<file path="src/rtl/lfsrFullPkg.sv">
package lfsrFullPkg;

  localparam int MIN_WIDTH = 2;
  localparam int MAX_WIDTH = 32;

  // Strobes handed from the feedback control to the shift datapath
  typedef struct packed {
    logic feedback;  // value entering bit 0 and the tapped XORs
    logic lowZero;   // all bits below the top are zero
  } fbStrobe_t;

  // Mask layout: bit k (k < n-1) set means the polynomial has x^(k+1);
  // bit n-1 marks x^n and is never read by the datapath.
  function automatic logic [31:0] polyMask(input int n, input int a,
                                           input int b, input int c);
    logic [31:0] m;
    m = 32'd1 << (n - 1);
    if (a > 0) m = m | (32'd1 << (a - 1));
    if (b > 0) m = m | (32'd1 << (b - 1));
    if (c > 0) m = m | (32'd1 << (c - 1));
    return m;
  endfunction

  function automatic logic [31:0] tapMask(input int w);
    case (w)
      2:  return polyMask(2, 1, 0, 0);
      3:  return polyMask(3, 1, 0, 0);
      4:  return polyMask(4, 1, 0, 0);
      5:  return polyMask(5, 3, 0, 0);
      6:  return polyMask(6, 5, 0, 0);
      7:  return polyMask(7, 6, 0, 0);
      8:  return polyMask(8, 6, 5, 4);
      9:  return polyMask(9, 5, 0, 0);
      10: return polyMask(10, 7, 0, 0);
      11: return polyMask(11, 9, 0, 0);
      12: return polyMask(12, 11, 10, 4);
      13: return polyMask(13, 12, 11, 8);
      14: return polyMask(14, 13, 12, 2);
      15: return polyMask(15, 14, 0, 0);
      16: return polyMask(16, 15, 13, 4);
      17: return polyMask(17, 14, 0, 0);
      18: return polyMask(18, 11, 0, 0);
      19: return polyMask(19, 18, 17, 14);
      20: return polyMask(20, 17, 0, 0);
      21: return polyMask(21, 19, 0, 0);
      22: return polyMask(22, 21, 0, 0);
      23: return polyMask(23, 18, 0, 0);
      24: return polyMask(24, 23, 22, 17);
      25: return polyMask(25, 22, 0, 0);
      26: return polyMask(26, 6, 2, 1);
      27: return polyMask(27, 5, 2, 1);
      28: return polyMask(28, 25, 0, 0);
      29: return polyMask(29, 27, 0, 0);
      30: return polyMask(30, 6, 4, 1);
      31: return polyMask(31, 28, 0, 0);
      32: return polyMask(32, 7, 6, 2);
      default: return 32'd0;
    endcase
  endfunction

endpackage

</file>
<file path="src/rtl/lfsrFeedbackCtl.sv">
module lfsrFeedbackCtl
  import lfsrFullPkg::*;
#(
  parameter int WIDTH = 8
) (
  input  logic             clk,
  input  logic             rst,
  input  logic [WIDTH-1:0] stateIn,
  output fbStrobe_t        strobe
);

  localparam logic [31:0] MASK_FULL = tapMask(WIDTH);
  localparam logic [WIDTH-1:0] TOP_ONLY = {1'b1, {(WIDTH-1){1'b0}}};
  localparam logic [WIDTH-1:0] EXIT_ZERO = {MASK_FULL[WIDTH-2:0], 1'b1};

  // The NOR term is 1 only for all-zeros and the top-only state;
  // it turns the top-only successor into zero and lets zero leave.
  always_comb begin
    strobe.lowZero  = ~|stateIn[WIDTH-2:0];
    strobe.feedback = stateIn[WIDTH-1] ^ strobe.lowZero;
  end

  assert_zero_exit_R2: assert property (@(posedge clk) disable iff (rst)
    (!rst && stateIn == '0) |=> (stateIn == EXIT_ZERO));

  assert_zero_entry_R3: assert property (@(posedge clk) disable iff (rst)
    (!rst && stateIn == TOP_ONLY) |=> (stateIn == '0));

  assert_no_lockup_R5: assert property (@(posedge clk) disable iff (rst)
    (!rst && stateIn == '0) |=> (stateIn != '0));

endmodule

</file>
<file path="src/rtl/lfsrShiftReg.sv">
module lfsrShiftReg
  import lfsrFullPkg::*;
#(
  parameter int WIDTH = 8
) (
  input  logic             clk,
  input  logic             rst,
  input  fbStrobe_t        strobe,
  output logic [WIDTH-1:0] stateOut
);

  localparam logic [31:0] MASK_FULL = tapMask(WIDTH);

  logic [WIDTH-1:0] nextState;

  assign nextState[0] = strobe.feedback;

  // One XOR at most between neighbouring flops
  genvar k;
  generate
    for (k = 1; k < WIDTH; k++) begin : gStage
      if (MASK_FULL[k-1]) begin : gTap
        assign nextState[k] = stateOut[k-1] ^ strobe.feedback;
      end else begin : gPass
        assign nextState[k] = stateOut[k-1];
      end
    end
  endgenerate

  always_ff @(posedge clk or posedge rst) begin
    if (rst) stateOut <= '0;
    else     stateOut <= nextState;
  end

  assert_reset_clear_R1: assert property (@(posedge clk)
    rst |-> (stateOut == '0));

  assert_bit0_source_R4: assert property (@(posedge clk) disable iff (rst)
    (!rst && !strobe.lowZero) |=> (stateOut[0] == $past(stateOut[WIDTH-1])));

endmodule

</file>
<file path="src/rtl/fullPeriodLfsr.sv">
module fullPeriodLfsr
  import lfsrFullPkg::*;
#(
  parameter int WIDTH = 8
) (
  input  logic             clk,
  input  logic             rst,
  output logic [WIDTH-1:0] state
);

  generate
    if (WIDTH < MIN_WIDTH || WIDTH > MAX_WIDTH) begin : gBadWidth
      $error("fullPeriodLfsr: WIDTH must lie in 2..32");
    end
  endgenerate

  fbStrobe_t        fbStrobe;
  logic [WIDTH-1:0] regState;

  lfsrFeedbackCtl #(.WIDTH(WIDTH)) uCtl (
    .clk     (clk),
    .rst     (rst),
    .stateIn (regState),
    .strobe  (fbStrobe)
  );

  lfsrShiftReg #(.WIDTH(WIDTH)) uPath (
    .clk      (clk),
    .rst      (rst),
    .strobe   (fbStrobe),
    .stateOut (regState)
  );

  assign state = regState;

endmodule

</file>
<file path="config.mk">
export PLATFORM = sky130hd
export DESIGN_NAME = fullPeriodLfsr
export DESIGN_NICKNAME = d
export VERILOG_FILES = /design/src/rtl/lfsrFullPkg.sv /design/src/rtl/lfsrFeedbackCtl.sv /design/src/rtl/lfsrShiftReg.sv /design/src/rtl/fullPeriodLfsr.sv
export SDC_FILE = /design/constraint.sdc
export NUM_CORES = 1
export LEC_CHECK = 0
export CAP_MARGIN = 20
export CORE_AREA = 2 2 39 41
export DETAILED_ROUTE_END_ITERATION = 10
export DIE_AREA = 0 0 41 43
export PLACE_DENSITY = 0.52
export SLEW_MARGIN = 20
export SYNTH_ARGS = -nofsm -noshare
export SYNTH_HDL_FRONTEND = slang
export SYNTH_HIERARCHICAL = 1
export SYNTH_SLANG_ARGS = --single-unit
</file>
<file path="constraint.sdc">
create_clock -name clk -period 2.8 [get_ports clk]
set_input_delay 0.7 -clock clk [delete_from_list [all_inputs] [get_ports clk]]
set_output_delay 0.7 -clock clk [all_outputs]
set_load 0.02 [all_outputs]
</file>
==> results of run 1 <==
[final timing paths]
check | from | to | slack (ns) | cells after the start
worst min-delay path | uPath/stateOut[6] | uPath/stateOut[7] | 0.42 | 0
min in group asynchronous | rst | uPath/stateOut[3] | 0.69 | 2
max in group asynchronous | rst | uPath/stateOut[6] | 1.88 | 2
worst max register to register | uPath/stateOut[4] | uPath/stateOut[6] | 1.03 | 4
worst max-delay path | uPath/stateOut[5] | state[5] | 0.81 | 1
worst min register to register | uPath/stateOut[6] | uPath/stateOut[7] | 0.42 | 0
[Yosys cell counts, drive strengths merged]
library cell	number
dfrtp	8
nor4	1
buf	4
inv	1
xor2	4
or4	1
[layer usage]
metal	GRT usage	vias to the layer above	routed length, um
li1	-	75	-
met1	0.0825	77	188
met2	0.103	8	219
met3	0.0628	0	44
met4	0.0200	0	0
met5	0	-	0
[cell families after synthesis]
logic type             synth area share
flip-flops                        0.664
buffers and inverters             0.112
XOR/XNOR                          0.116
AND/OR/NAND/NOR                   0.108
[power by group]
group | internal [mW] | switching (mW)
clock network | 0.0490 | 0.0379
logic | 0.00130 | 0.00224
registers | 0.116 | 0
[per-stage QoR]
stage                     hold WS (ns)  worst slack [ns]
after floorplan                  0.355              1.06
after global placement           0.403              1.04
after detailed placement         0.417              1.03
after CTS                        0.429             0.787
after global routing             0.438             0.742
final                            0.416             0.808
[area by class of cell]
type	instances	share of cell area
clock buffers	3	0.0557
inverters	1	0.00929
multi-input cells	6	0.167
flip-flops and latches	8	0.495
well taps	16	0.0495
repair buffers	9	0.223
==> out/metrics.cfg, run 1 <==
[die]
ioPinCount=10
dieWidth_um=41
start_util=0.218
die_y_um=43
dieArea_sq_um=1760
fp-row-count=14
core-area_sq_um=1380

[worst_setup_path]
critPathMaxFanout=3
path_cells=clkdlybuf4s50_1
crit_type=flip-flop to output pin
end_kind=output pin
worst-path-buf-inv=1
max_stage_delay_ns=0.63
startpoint_type=flip-flop
crit_family=buffers and inverters
arrival_ns=1.29
worstPathRequired_ns=2.10
cp_slowest_cell=clkdlybuf4s50_1

[logic_synthesis]
yosysWarningCount=6
netlist_area_sq_um=302
mappedNetlistNets=21
ys_seq_area_frac=0.664
synth-seq-cells=8
synthTopCellsByArea=dfrtp_1, xor2_1, buf_4, nor4_4, or4_4
ys_types=6
yosys.area.top_type_share=0.664
syn_inst=19
avgSynthCellArea_sq_um=15.9
yosys.area.top_type=dfrtp_1

[clock_tree]
clock-root-buffer=clkbuf_4
cts-htree-levels=1
path_clk_slew_ns=0.05
cts_tree=yes
cts_made_buffers=3
cts_hold_buf=0
post-cts-setup-buffers=0
clock_latency_ns=0.25
cts_buffer_depth=2
cts_resized=0
clock-sinks=8

[run_status]
outcome=completed

[global_route]
antenna_found_initial=0
grt_max_degree=9
gr-total-overflow=0
grtUsageTotal=0.0739
grt_pass1_wl_um=828
grt_pass1_vias=183

[placed_design]
place_congestion=0.639
placedInstanceArea_sq_um=382
placed_cells=40
io_buffer_count=9

[routing]
final_antenna_net_count=0
wirelength_um=453
drcViolationCount=0
vias=160
drt_iter0_drc=0
vias_per_cell=3.72
wl_per_cell_um=10.5
first_pass_iters=1

[layout]
top_regs=uPath/stateOut x8
n_fill_cell=144
multi_input_area_sq_um=67.6
post-route-util=0.292
drive_above_1_share=0.185
regArea_sq_um=200
finalNetCount=31
layout_commonest_cell=clkdlybuf4s50_1
instances_no_fill=43
diodes=0
finalInstanceArea_sq_um=404
largest_reg_flops=8
area_delta_synth_final_pct=34.0
regMostFlops=uPath/stateOut
final_cell_mix=clkdlybuf4s50_1, dfrtp_1, xor2_1

[run]
cap_violations=0

[sta]
maxSlewViolCount=0
rsz0062_at_grt=no
final.min_clock_period_ns=1.99
fin_worst_skew_ns=0.00227
max_freq_ghz=0.502
slew-limit-headroom=0.709
tns_ns=0
fin_crit_sh=0.711
finalSetupViolCount=0
worstMarginPinSlew_ns=0.436
hold_viol=0

[power]
powerDensity_nw_per_um2=510
p_leak_nw=0.158
peakVddDrop_uv=217
total_power_mw=0.206

[worst_hold_path]
hold_path.class=flip-flop to flip-flop

Note: power is estimated with default switching activity, not from simulation.
==> run 2: changes to the inputs <==
Settings changed: PLACE_DENSITY 0.52 to 0.54.
Clock period 2.8 ns to 1.66 ns, I/O delays scaled along.
==> run 2 against run 1 <==
Net effect:
- the flow now finishes with violations (setup timing)
- global-route usage increased by 1.3 points
- utilization increased by 2.4 points
- cell area increased by 8.0%
==> out/metrics.cfg, run 2 (synthesis results as in run 1) <==
[global_route]
grt_max_degree=9  ; unchanged
antenna_found_initial=0  ; unchanged
grtUsageTotal=0.0865  ; was 0.0739
grt_pass1_wl_um=897  ; was 828 um
grt_pass1_vias=207  ; was 183
gr-total-overflow=0  ; unchanged

[sta]
slew-limit-headroom=0.796  ; was 0.709
layout_setup_ws_ns=-0.0314  ; was 0.808 ns
fin_crit_sh=1.02
final.min_clock_period_ns=1.69
worstMarginPinSlew_ns=0.306  ; was 0.436 ns
finalSetupViolCount=4  ; was 0
fin_worst_skew_ns=0.00489  ; was 0.00227 ns
maxSlewViolCount=0  ; unchanged
hold_viol=0  ; unchanged
max_freq_ghz=0.591
rsz0062_at_grt=yes  ; was no

[placed_design]
post-place-ws_ns=-0.0603  ; was 1.03 ns
place_congestion=0.630  ; was 0.639
io_buffer_count=9  ; unchanged
hpwl_um=396

[worst_setup_path]
worst-path-buf-inv=0  ; was 1
cp_slowest_cell=or4_4  ; was clkdlybuf4s50_1
crit_type=flip-flop to flip-flop  ; was flip-flop to output pin
startpoint_type=flip-flop  ; unchanged
worstPathRequired_ns=1.84  ; was 2.10 ns
r2r_setup_slack_ns=-0.03  ; was 1.03 ns
startpoint=uPath/stateOut[4]  ; was uPath/stateOut[5]
timing.rr.start=uPath/stateOut[4]  ; unchanged
critPathMaxFanout=4  ; was 3
crit_family=simple AND/OR/NAND/NOR gates  ; was buffers and inverters
reg2regPathDepth=4  ; unchanged
r2r-end=uPath/stateOut[6]  ; unchanged
path_cells=or4_4 > nor4_4 > xor2_2 > xor2_1  ; was clkdlybuf4s50_1
max_stage_delay_ns=0.54  ; was 0.63 ns
arrival_ns=1.87  ; was 1.29 ns
end_kind=flip-flop  ; was output pin

[die]
core-area_sq_um=1380  ; unchanged
ioPinCount=10  ; unchanged
start_util=0.218  ; unchanged
die_y_um=43  ; unchanged
fp-row-count=14  ; unchanged
dieArea_sq_um=1760  ; unchanged
dieWidth_um=41  ; unchanged

[power]
peakVddDrop_uv=338  ; was 217 uV
swShare=0.195  ; about the same
p_int_mw=0.289  ; was 0.166 mW
switching_power_mw=0.0699  ; was 0.0401 mW
powerDensity_nw_per_um2=823  ; was 510 nW/um^2
clockPowerShare=0.440  ; was 0.421
p_leak_nw=0.190  ; was 0.158 nW
pwr-share-seq=0.543  ; was 0.561
comb_power_share=0.016  ; was 0.017

[clock_tree]
clock-sinks=8  ; unchanged
cts-htree-levels=1  ; unchanged
path_clk_slew_ns=0.06  ; was 0.05 ns
clock-root-buffer=clkbuf_4  ; unchanged
cts_tree=yes  ; unchanged
clock_latency_ns=0.25  ; about the same
cts_buffer_depth=2  ; unchanged
cts_hold_buf=0  ; unchanged
cts_made_buffers=3  ; unchanged

[layout]
post-route-util=0.316  ; was 0.292
area_delta_synth_final_pct=44.8  ; was 34.0%
diodes=0  ; unchanged
layout_commonest_cell=dlygate4sd2_1  ; was clkdlybuf4s50_1
finalNetCount=35  ; was 31
final_cell_mix=dlygate4sd2_1, dfrtp_1, buf_4  ; was clkdlybuf4s50_1, dfrtp_1, xor2_1
top_regs=uPath/stateOut x8  ; unchanged
regMostFlops=uPath/stateOut  ; unchanged
drive_above_1_share=0.344  ; was 0.185
largest_reg_flops=8  ; unchanged

[routing]
final_antenna_net_count=0  ; unchanged
drt_iter0_drc=0  ; unchanged
vias=182  ; was 160
drcViolationCount=0  ; unchanged
wirelength_um=537  ; was 453 um
wl_per_cell_um=11.2  ; was 10.5 um
first_pass_iters=1  ; unchanged
vias_per_cell=3.79  ; was 3.72

[run_status]
violations=setup timing
outcome=complete, but fails checks  ; was completed

[worst_hold_path]
hold_path.class=input pin to asynchronous set/reset pin  ; was flip-flop to flip-flop

[run]
cap_violations=0  ; unchanged

[run 2: how the worst max path moves through the flow]
stage                             end  slack [ns]  cells past startpoint
finish              uPath/stateOut[6]       -0.03                      4
detailed placement  uPath/stateOut[6]       -0.06                      4
floorplan           uPath/stateOut[4]      -0.009                      5
CTS                 uPath/stateOut[6]       -0.05                      4
global placement    uPath/stateOut[6]       0.006                      4
global route        uPath/stateOut[6]       -0.12                      4
[run 2: metrics by stage]
stage	cells	setup TNS (ns)	hold slack, ns	total power, mW	area [sq um]
floorplan	19	-0.0215	0.231	0.202	314
global placement	43	0	0.399	0.205	413
detailed placement	43	-0.164	0.399	0.205	413
CTS	48	-0.156	0.399	0.370	437
global route	48	-0.399	0.423	0.381	437
finish	48	-0.0999	0.398	0.359	437
[run 2: area by class of cell]
class                   instances  area, sq um
clock buffers                   4         26.3
fillers                       155          947
inverters                       1         3.75
multi-input cells               6         75.1
flip-flops and latches          8          201
well taps                      16         20.0
repair buffers                 13          110
[run 2: timing repair]
action,in CTS,in global routing
setup endpoints to repair,11,4
gates resized for setup,8,0
gates cloned,0,0
pin swaps,3,2
buffers inserted,1,0
[run 2: metal layers]
metal  wire length [um]  GRT usage
met2                224     0.0844
met3                 55     0.0524
met5                  0          0
met4                  4     0.0800
met1                252      0.121
[run 2: power groups by stage]
| stage | Sequential (mW) | Clock (mW) | Combinational (mW) |
|---|---|---|---|
| after floorplan | 0.199 | 0 | 0.00304 |
| after global placement | 0.199 | 0 | 0.00603 |
| after detailed placement | 0.199 | 0 | 0.00622 |
| after CTS | 0.195 | 0.168 | 0.00625 |
| after global routing | 0.195 | 0.179 | 0.00703 |
| final | 0.195 | 0.158 | 0.00588 |
